<file path="src/rtl/sid_pkg.sv">
package sid_pkg;
    typedef enum logic {
        RD_FIRST  = 1'b0,
        RD_SECOND = 1'b1
    } rd_phase_e;
endpackage

</file>
<file path="src/rtl/sid_bit_mux.sv">
module sid_bit_mux #(
    parameter int FIELD_W = 32,
    parameter int CHK_W   = 8,
    localparam int ID_W   = 2 * FIELD_W + CHK_W,
    localparam int IDX_W  = $clog2(ID_W),
    localparam int PAD_W  = (1 << IDX_W) - ID_W
) (
    input  logic [FIELD_W-1:0] vendor_id,
    input  logic [FIELD_W-1:0] serial_id,
    input  logic [CHK_W-1:0]   id_check,
    input  logic [IDX_W-1:0]   bit_idx,
    output logic               cur_bit
);
    logic [ID_W-1:0]         full_id;
    logic [(1<<IDX_W)-1:0]   padded_id;

    // Vendor occupies the low bits so that it is contested first.
    assign full_id = {id_check, serial_id, vendor_id};

    generate
        if (PAD_W > 0) begin : g_pad
            assign padded_id = {{PAD_W{1'b0}}, full_id};
        end else begin : g_nopad
            assign padded_id = full_id;
        end
    endgenerate

    assign cur_bit = padded_id[bit_idx];
endmodule

</file>
<file path="src/rtl/sid_drive.sv">
module sid_drive #(
    parameter int              DATA_W = 8,
    parameter logic [DATA_W-1:0] PAT_A = 8'h55,
    parameter logic [DATA_W-1:0] PAT_B = 8'hAA
) (
    input  logic              rd_strobe,
    input  logic              contesting,
    input  logic              cur_bit,
    input  sid_pkg::rd_phase_e phase,
    output logic              drive_en,
    output logic [DATA_W-1:0] drive_data
);
    always_comb begin
        drive_en   = rd_strobe && contesting && cur_bit;
        drive_data = '0;
        if (drive_en) begin
            drive_data = (phase == sid_pkg::RD_SECOND) ? PAT_B : PAT_A;
        end
    end
endmodule

</file>
<file path="src/rtl/sid_contest.sv">
module sid_contest #(
    parameter int                FIELD_W = 32,
    parameter int                CHK_W   = 8,
    parameter int                DATA_W  = 8,
    parameter logic [DATA_W-1:0] PAT_A   = 8'h55,
    parameter logic [DATA_W-1:0] PAT_B   = 8'hAA,
    localparam int               ID_W    = 2 * FIELD_W + CHK_W,
    localparam int               IDX_W   = $clog2(ID_W)
) (
    input  logic               clk,
    input  logic               rst_n,
    input  logic               iso_enter,
    input  logic               rd_strobe,
    input  logic [DATA_W-1:0]  bus_in,
    input  logic [FIELD_W-1:0] vendor_id,
    input  logic [FIELD_W-1:0] serial_id,
    input  logic [CHK_W-1:0]   id_check,
    output logic               drive_en,
    output logic [DATA_W-1:0]  drive_data,
    output logic               won,
    output logic               lost
);
    import sid_pkg::*;

    localparam logic [IDX_W-1:0] LAST_IDX = IDX_W'(ID_W - 1);

    typedef struct packed {
        logic             active;
        rd_phase_e        phase;
        logic             saw_first;
        logic             won;
        logic             lost;
        logic [IDX_W-1:0] idx;
    } ctx_t;

    ctx_t ctx_d, ctx_q;
    logic cur_bit;

    sid_bit_mux #(.FIELD_W(FIELD_W), .CHK_W(CHK_W)) u_mux (
        .vendor_id (vendor_id),
        .serial_id (serial_id),
        .id_check  (id_check),
        .bit_idx   (ctx_q.idx),
        .cur_bit   (cur_bit)
    );

    sid_drive #(.DATA_W(DATA_W), .PAT_A(PAT_A), .PAT_B(PAT_B)) u_drive (
        .rd_strobe  (rd_strobe && !iso_enter),
        .contesting (ctx_q.active),
        .cur_bit    (cur_bit),
        .phase      (ctx_q.phase),
        .drive_en   (drive_en),
        .drive_data (drive_data)
    );

    always_comb begin
        ctx_d = ctx_q;
        if (iso_enter) begin
            ctx_d.active    = 1'b1;
            ctx_d.phase     = RD_FIRST;
            ctx_d.saw_first = 1'b0;
            ctx_d.won       = 1'b0;
            ctx_d.lost      = 1'b0;
            ctx_d.idx       = '0;
        end else if (rd_strobe && ctx_q.active) begin
            if (ctx_q.phase == RD_FIRST) begin
                ctx_d.phase     = RD_SECOND;
                ctx_d.saw_first = !cur_bit && (bus_in == PAT_A);
            end else begin
                ctx_d.phase     = RD_FIRST;
                ctx_d.saw_first = 1'b0;
                if (!cur_bit && ctx_q.saw_first && (bus_in == PAT_B)) begin
                    ctx_d.lost   = 1'b1;
                    ctx_d.active = 1'b0;
                end else if (ctx_q.idx == LAST_IDX) begin
                    ctx_d.won    = 1'b1;
                    ctx_d.active = 1'b0;
                end else begin
                    ctx_d.idx = ctx_q.idx + 1'b1;
                end
            end
        end
    end

    always_ff @(posedge clk or negedge rst_n) begin
        if (!rst_n) begin
            ctx_q <= '0;
        end else begin
            ctx_q <= ctx_d;
        end
    end

    assign won  = ctx_q.won;
    assign lost = ctx_q.lost;
endmodule

</file>
<file path="config.mk">
export PLATFORM = sky130hd
export DESIGN_NAME = sid_contest
export DESIGN_NICKNAME = d
export VERILOG_FILES = /design/src/rtl/sid_pkg.sv /design/src/rtl/sid_bit_mux.sv /design/src/rtl/sid_drive.sv /design/src/rtl/sid_contest.sv
export SDC_FILE = /design/constraint.sdc
export NUM_CORES = 1
export LEC_CHECK = 0
export BUFFER_PORTS_ARGS = -buffer_cell sky130_fd_sc_hd__clkbuf_2
export CAP_MARGIN = 20
export CORE_MARGIN = 8
export CORE_UTILIZATION = 40
export DETAILED_ROUTE_END_ITERATION = 6
export PLACE_DENSITY_LB_ADDON = 0.1
export SYNTH_ARGS = -nofsm -noshare
export SYNTH_HDL_FRONTEND = slang
export SYNTH_SLANG_ARGS = --single-unit
</file>
<file path="constraint.sdc">
create_clock -name clk -period 6.3 [get_ports clk]
set_clock_uncertainty 0.2 [all_clocks]
set_input_delay 1.26 -clock clk [delete_from_list [all_inputs] [get_ports clk]]
set_output_delay 1.26 -clock clk [all_outputs]
set_load 0.02 [all_outputs]
</file>
==> results of run 1 <==
-- layout make-up --
class / instances / share of cell area (%)
Inverter: 1 / 0.188
Sequential cell: 12 / 15.0
Multi-Input combinational cell: 123 / 55.2
Timing Repair Buffer: 95 / 23.9
Clock buffer: 4 / 2.75
Tap cell: 48 / 3.00
-- metal layers --
metal | global-route usage, % | part of all wire [%] | up-vias
met2 | 21.8 | 46 | 62
met4 | 0.556 | 0 | 0
met5 | 0 | 0 | -
met3 | 5.69 | 10 | 0
met1 | 15.5 | 44 | 693
li1 | - | - | 763
-- state kept, by name, indices dropped and copies added, names as in the netlist --
signal and cells:
lost 1, ctx_q 10, won 1
-- power groups by stage --
stage,clock (W),combinational (W),sequential (W)
5_1_grt,0.0000908,0.000111,0.0000894
4_1_cts,0.0000852,0.000102,0.0000883
3_5_place_dp,0,0.000102,0.0000896
6_report,0.0000825,0.0000999,0.0000880
3_3_place_gp,0,0.000101,0.0000898
2_1_floorplan,0,0.0000791,0.0000823
-- placed cells by master, fill, tap and decap left out, types with 2 or more instances in the layout --
cell	instances
clkbuf_2	94
dfrtp_1	12
mux2i_1	11
nand2_1	9
nor2_1	9
mux4_1	8
a21oi_1	8
nand2b_1	6
o22ai_1	6
o21ai_0	6
mux2_2	6
nor2b_1	6
nand3_1	5
mux4_2	4
clkbuf_8	4
nor4_1	3
nand4_1	3
mux2_1	3
nor3b_1	2
nor3_1	2
nand3b_1	2
nor4_2	2
nor4bb_1	2
or4_1	2
or3_1	2
-- worst max-delay path, stage by stage --
cell and delay [ns]:
clkbuf_2 0.07, mux4_1 0.48, mux2_2 0.29, nor3b_1 0.24, a221oi_2 0.11, o21ai_0 0.34
nor3_1 0.11, and2_1 0.21, clkbuf_2 0.16
-- how the worst max path moves through the flow --
stage,from,to,slack [ns],depth (start not counted)
floorplan,serial_id[25],drive_data[2],1.41,7
global placement,vendor_id[21],drive_data[3],1.53,9
detailed placement,vendor_id[21],drive_data[1],1.54,9
CTS,vendor_id[21],drive_data[1],1.53,9
global route,ctx_q[0],drive_data[4],1.26,8
finish,vendor_id[21],drive_data[1],1.57,9
-- per-stage QoR --
| step | worst slack (ns) | total power, W |
|---|---|---|
| 2_1_floorplan | 1.41 | 0.000161 |
| 3_3_place_gp | 1.53 | 0.000191 |
| 6_report | 1.57 | 0.000270 |
| 4_1_cts | 1.53 | 0.000276 |
| 5_1_grt | 1.26 | 0.000291 |
| 3_5_place_dp | 1.54 | 0.000191 |
-- logic make-up (layout without fill, tap and decap cells) --
group / after synthesis / in the layout
AND/OR/NAND/NOR: 64 / 64
multiplexers: 32 / 32
AO/OA/AOI/OAI: 25 / 25
buffers and inverters: 20 / 100
flip-flops: 12 / 12
adder cells (fa/ha/maj): 1 / 1
XOR/XNOR: 1 / 1
==> flow_summary.toml, run 1 <==
[outcome]
run_status = "finished clean"

[floorplanning]
num_io_pins = 95
coreArea_um2 = 3720
fp.dieArea_um2 = 6140
start_util_pct = 41.9
die_width_um = 78.4
num_rows = 22
die_y_um = 78.4

[logic_synthesis]
synth.largest_area_cell = "dfrtp_1"
yosys.cell_types.count = 45
synth_async_sr_flop_share_pct = 100
yosys_warnings = 0
yosys-top-cells-area = "dfrtp_1 (19%), mux4_1 (14%), mux2i_1 (7.1%)"
synth_edf_count = 0
ys_seq_elements = 12
synth-compound-area-share_pct = 10.3
syn_area_um2 = 1560
ys_top_cells_by_count = "dfrtp_1 (12), mux2i_1 (11), nand2_1 (9), nor2_1 (9)"
synth-main-ff-cell = "dfrtp_1"
yosysSeqAreaShare_pct = 19.3
muxShareOfSynthArea_pct = 32.9
synth_top_area_share_pct = 19.3
syn-num-nets = 240
synth_adder_area_share_pct = 0.804
yosys.area_share.simple_pct = 26.4
synth_area_per_cell_um2 = 10.0
synth_top_family_by_area = "multiplexers"
netlist_instances = 155
synth.most_common_cell = "dfrtp_1"
synth-xor-area-share_pct = 0.563

[critical_path]
worstSetupPathType = "in -> out"
critPathArrivalTime_ns = 3.27
critPathLaunchType = "input port"
reg2regPathDepth = 8
cp-end-kind = "output pin"
r2r_slack_ns = 2.99
crit_required_ns = 4.84
reg2reg_to = "ctx_q[0]"
path_max_fanout = 4
timing.rr.start = "ctx_q[0]"

[sta]
drv_slew = 0
rsz0062_at_grt = "false"
max_slew_margin_pct = 58.5
max_freq_mhz = 212
finalSetupViolCount = 0
tightest_slew_ns = 0.623
holdWs_ns = 0.278
fin_tns_setup_ns = 0
period_share_pct = 75.0
layout_min_cycle_time_ns = 4.73
hold_viol_final = 0

[power]
combPwrFrac_pct = 37.0
p_leak_nw = 0.939
p_seq_share_pct = 32.5
power.share.clock_pct = 30.5
switching_share_pct = 28.2
switchingPower_w = 0.0000762
vdd_ir_drop_max_v = 0.000117
p_per_area_nw_per_um2 = 135
p_int_w = 0.000194

[grt]
grt_overflow = 0
grt_pass1_wl_mm = 6.76
grt_pass1_vias = 1544
grt_max_degree = 22
antenna_found_initial = 0
grtUsageTotal_pct = 12.9

[routing]
viasPerCell = 5.36
dr.pass1.iters = 4
vias = 1518
avgRoutedWirePerCell_um = 14.3
wl_mm = 4.06
ant_nets = 0
drc = 0
drt_iter0_drc = 50

[layout]
utilization_pct = 53.9
drive_above_1_share_pct = 49.8
nNetsFinal = 321
multi_input_area_um2 = 1100
final_cells = 283
n_fill_cell = 364
stdcell_area_um2 = 2000
regArea_um2 = 300
syn2layout_area_growth_pct = 28.6
antenna_cells = 0

[clock_tree]
cts_hold_buffers = 0
clock_path_buffers = 2
cts_tree = "built"
htreeDepth = 1
clk_latency_ns = 0.24
post_cts_resized = 0
cts_made_buffers = 3
root_buffer = "clkbuf_8"
cts_setup_buffers = 0
cts_sinks = 12
clk_pin_slew_ns = 0.05

[job]
maxCapViolCount = 0

[hold_path]
hold_end = "ctx_q[9]"
hp-start = "ctx_q[9]"
hold_depth = 2
hp-class = "reg -> reg"

[placement]
post-place-cells = 279
place.gp.congestion = 0.752
dpl.hpwl_mm = 3.40
place.port_buffers = 94
placed_area_um2 = 1950
(Power assumes the default switching activity.)
==> run 2: changes to the inputs <==
- ABC_AREA: default -> 1
- clock period: 6.3 -> 4.3 ns (I/O delays scaled with it)
==> run 2 against run 1 <==
Power increased by 110%. Sequential power increased by 63%. First-iteration DRC count increased by 80%. Sequential share of layout area decreased by 0.38 points. Non-clock buffer count unchanged. Sequential cell count unchanged. Critical path depth increased by 4. Global-route usage increased by 2.7 points. Setup slack got worse by 0.85 ns. Critical endpoint is now drive_data[2]. Highest routed layer is now met4.
==> flow_summary.toml, run 2 <==
[floorplanning]
num_io_pins = 95
num_rows = 23
start_util_pct = 41.2
die_y_um = 79.9
die_width_um = 79.9
fp.dieArea_um2 = 6390
coreArea_um2 = 3970

[placement]
placed_area_um2 = 2010
post-place-cells = 419
place.port_buffers = 94
dpl.hpwl_mm = 4.22
place.gp.congestion = 0.826

[power]
p_per_area_nw_per_um2 = 274
p_leak_nw = 1.22
vdd_ir_drop_max_v = 0.000192

[clock_tree]
root_buffer = "clkbuf_8"
post_cts_resized = 0
htreeDepth = 1
cts_hold_buffers = 0
clk_latency_ns = 0.24
cts_tree = "built"
cts_setup_buffers = 0
cts_made_buffers = 3
clk_pin_slew_ns = 0.05
cts_sinks = 12
clock_path_buffers = 2

[critical_path]
worstSetupPathType = "reg -> out"
critPathArrivalTime_ns = 2.52
crit_required_ns = 3.24
critPathLaunchType = "register"
path_max_fanout = 14
cp-end-kind = "output pin"

[logic_synthesis]
ys_top_cells_by_count = "nand2_1 (139), nand3_1 (27), nor2_1 (22), inv_1 (20), dfrtp_1 (12)"
synth-main-ff-cell = "dfrtp_1"
ys_seq_elements = 12
synth_top_area_share_pct = 31.9
synth_area_per_cell_um2 = 5.56
syn-num-nets = 379
syn_area_um2 = 1640
synth.largest_area_cell = "nand2_1"
yosys.cell_types.count = 31
yosys-top-cells-area = "nand2_1 (32%), dfrtp_1 (18%), nand3_1 (8.3%)"
netlist_instances = 294
synth_edf_count = 0
synth_async_sr_flop_share_pct = 100
yosysSeqAreaShare_pct = 18.4
synth.most_common_cell = "nand2_1"
yosys_warnings = 0

[grt]
grt_pass1_wl_mm = 8.36
grt_pass1_vias = 1876
grtUsageTotal_pct = 15.6
grt_overflow = 0
antenna_found_initial = 0
grt_max_degree = 40

[routing]
drt_iter0_drc = 90
avgRoutedWirePerCell_um = 12.5
dr.pass1.iters = 4
ant_nets = 0
vias = 2022
viasPerCell = 4.79
drc = 0
wl_mm = 5.28

[sta]
max_freq_mhz = 279
period_share_pct = 83.3
fin_tns_setup_ns = 0
rsz0062_at_grt = "false"
layout_min_cycle_time_ns = 3.58
hold_viol_final = 0
drv_slew = 0
finalSetupViolCount = 0
max_slew_margin_pct = 40.3
tightest_slew_ns = 0.892

[layout]
antenna_cells = 0
final_cells = 422
layout_commonest_cell = "nand2_1"
regArea_um2 = 300
largest-register = "ctx_q"
multi_input_area_um2 = 1080
drive_above_1_share_pct = 29.8
largest_register_ffs = 10
nNetsFinal = 459
syn2layout_area_growth_pct = 25.6
stdcell_area_um2 = 2050
final_cell_mix = "nand2_1 (139), clkbuf_2 (94), nand3_1 (27), nor2_1 (22), inv_1 (20)"
n_fill_cell = 447

[outcome]
run_status = "finished clean"

[job]
maxCapViolCount = 0

[hold_path]
hp-class = "in -> async"
## run 2: changes by cell type in the layout (fill, tap and decap cells not counted), moves of 6 or more
cell      previous run  this run
nand2_1              9       139
nand3_1              5        27
inv_1                1        20
nor2_1               9        22
mux2i_1             11         0
mux4_1               8         0
nand4_1              3        10
mux2_2               6         0
nand2b_1             6         0
nor2b_1              6         0
## run 2: cell type report
cell class | count | area share [%]
tap | 50 | 3.05
timing repair buffer | 95 | 23.3
sequential | 12 | 14.6
inverter | 24 | 4.38
multi-input combinational | 238 | 52.7
clock buffer | 3 | 2.01
## run 2: metal layers
layer | part of all wire (%) | vias up | wire (um) | track usage, %
li1 | - | 1095 | - | -
met4 | 1.2 | 0 | 61 | 5.45
met5 | 0 | - | 0 | 0
met3 | 8.8 | 5 | 467 | 3.04
met1 | 44 | 870 | 2340 | 19.1
met2 | 46 | 52 | 2410 | 26.4
## run 2: report_power, final
group,internal (W),switching [W],leakage [nW],total (W)
logic,0.000117,0.000201,1.04,0.000319
registers,0.000121,0.0000213,0.160,0.000143
clock network,0.0000616,0.0000396,0.0216,0.000101
## run 2: critical path, stage by stage, from the launching register on
cell and delay, ns:
dfrtp_1 0.69, inv_2 0.23, nor2_1 0.14, o21ai_1 0.06, o21ai_1 0.10, nor2_1 0.05
nor2_1 0.12, nor2_2 0.05, nor2_2 0.10, nand2_2 0.09, nand2_1 0.09, nand3_1 0.12
nor2_1 0.22, clkbuf_2 0.22
## run 2: per-stage QoR
| step | setup WS [ns] | utilization, % | total power [W] | hold WS, ns |
|---|---|---|---|---|
| 5_1_grt | 0.335 | 51.7 | 0.000622 | 0.316 |
| 6_report | 0.718 | 51.7 | 0.000562 | 0.296 |
| 4_1_cts | 0.701 | 51.7 | 0.000572 | 0.302 |
| 3_5_place_dp | 0.928 | 50.7 | 0.000466 | 0.285 |
| 3_3_place_gp | 0.975 | 50.7 | 0.000465 | 0.280 |
| 2_1_floorplan | 0.995 | - | 0.000405 | 0.252 |
## run 2: worst paths after layout
check,from,endpoint,slack [ns],depth (start not counted)
worst max-delay path,ctx_q[1],drive_data[2],0.72,13
worst max register to register,ctx_q[1],ctx_q[2],1.93,13
worst min-delay path,rst_n,ctx_q[11],0.30,1
worst min register to register,ctx_q[6],ctx_q[6],0.31,2
max in group asynchronous,rst_n,ctx_q[3],3.38,1
min in group clk,ctx_q[6],ctx_q[6],0.31,2
## run 2: kinds of logic (layout without fill, tap and decap cells)
logic type                 Yosys count  after routing  synth area share, %
adders and majority gates            1              1                0.765
DFF                                 12             12                 18.4
buffers and inverters               44            122                 15.5
AOI/OAI and AO/OA                   21             21                 7.57
and+or+nand+nor                    216            216                 57.8
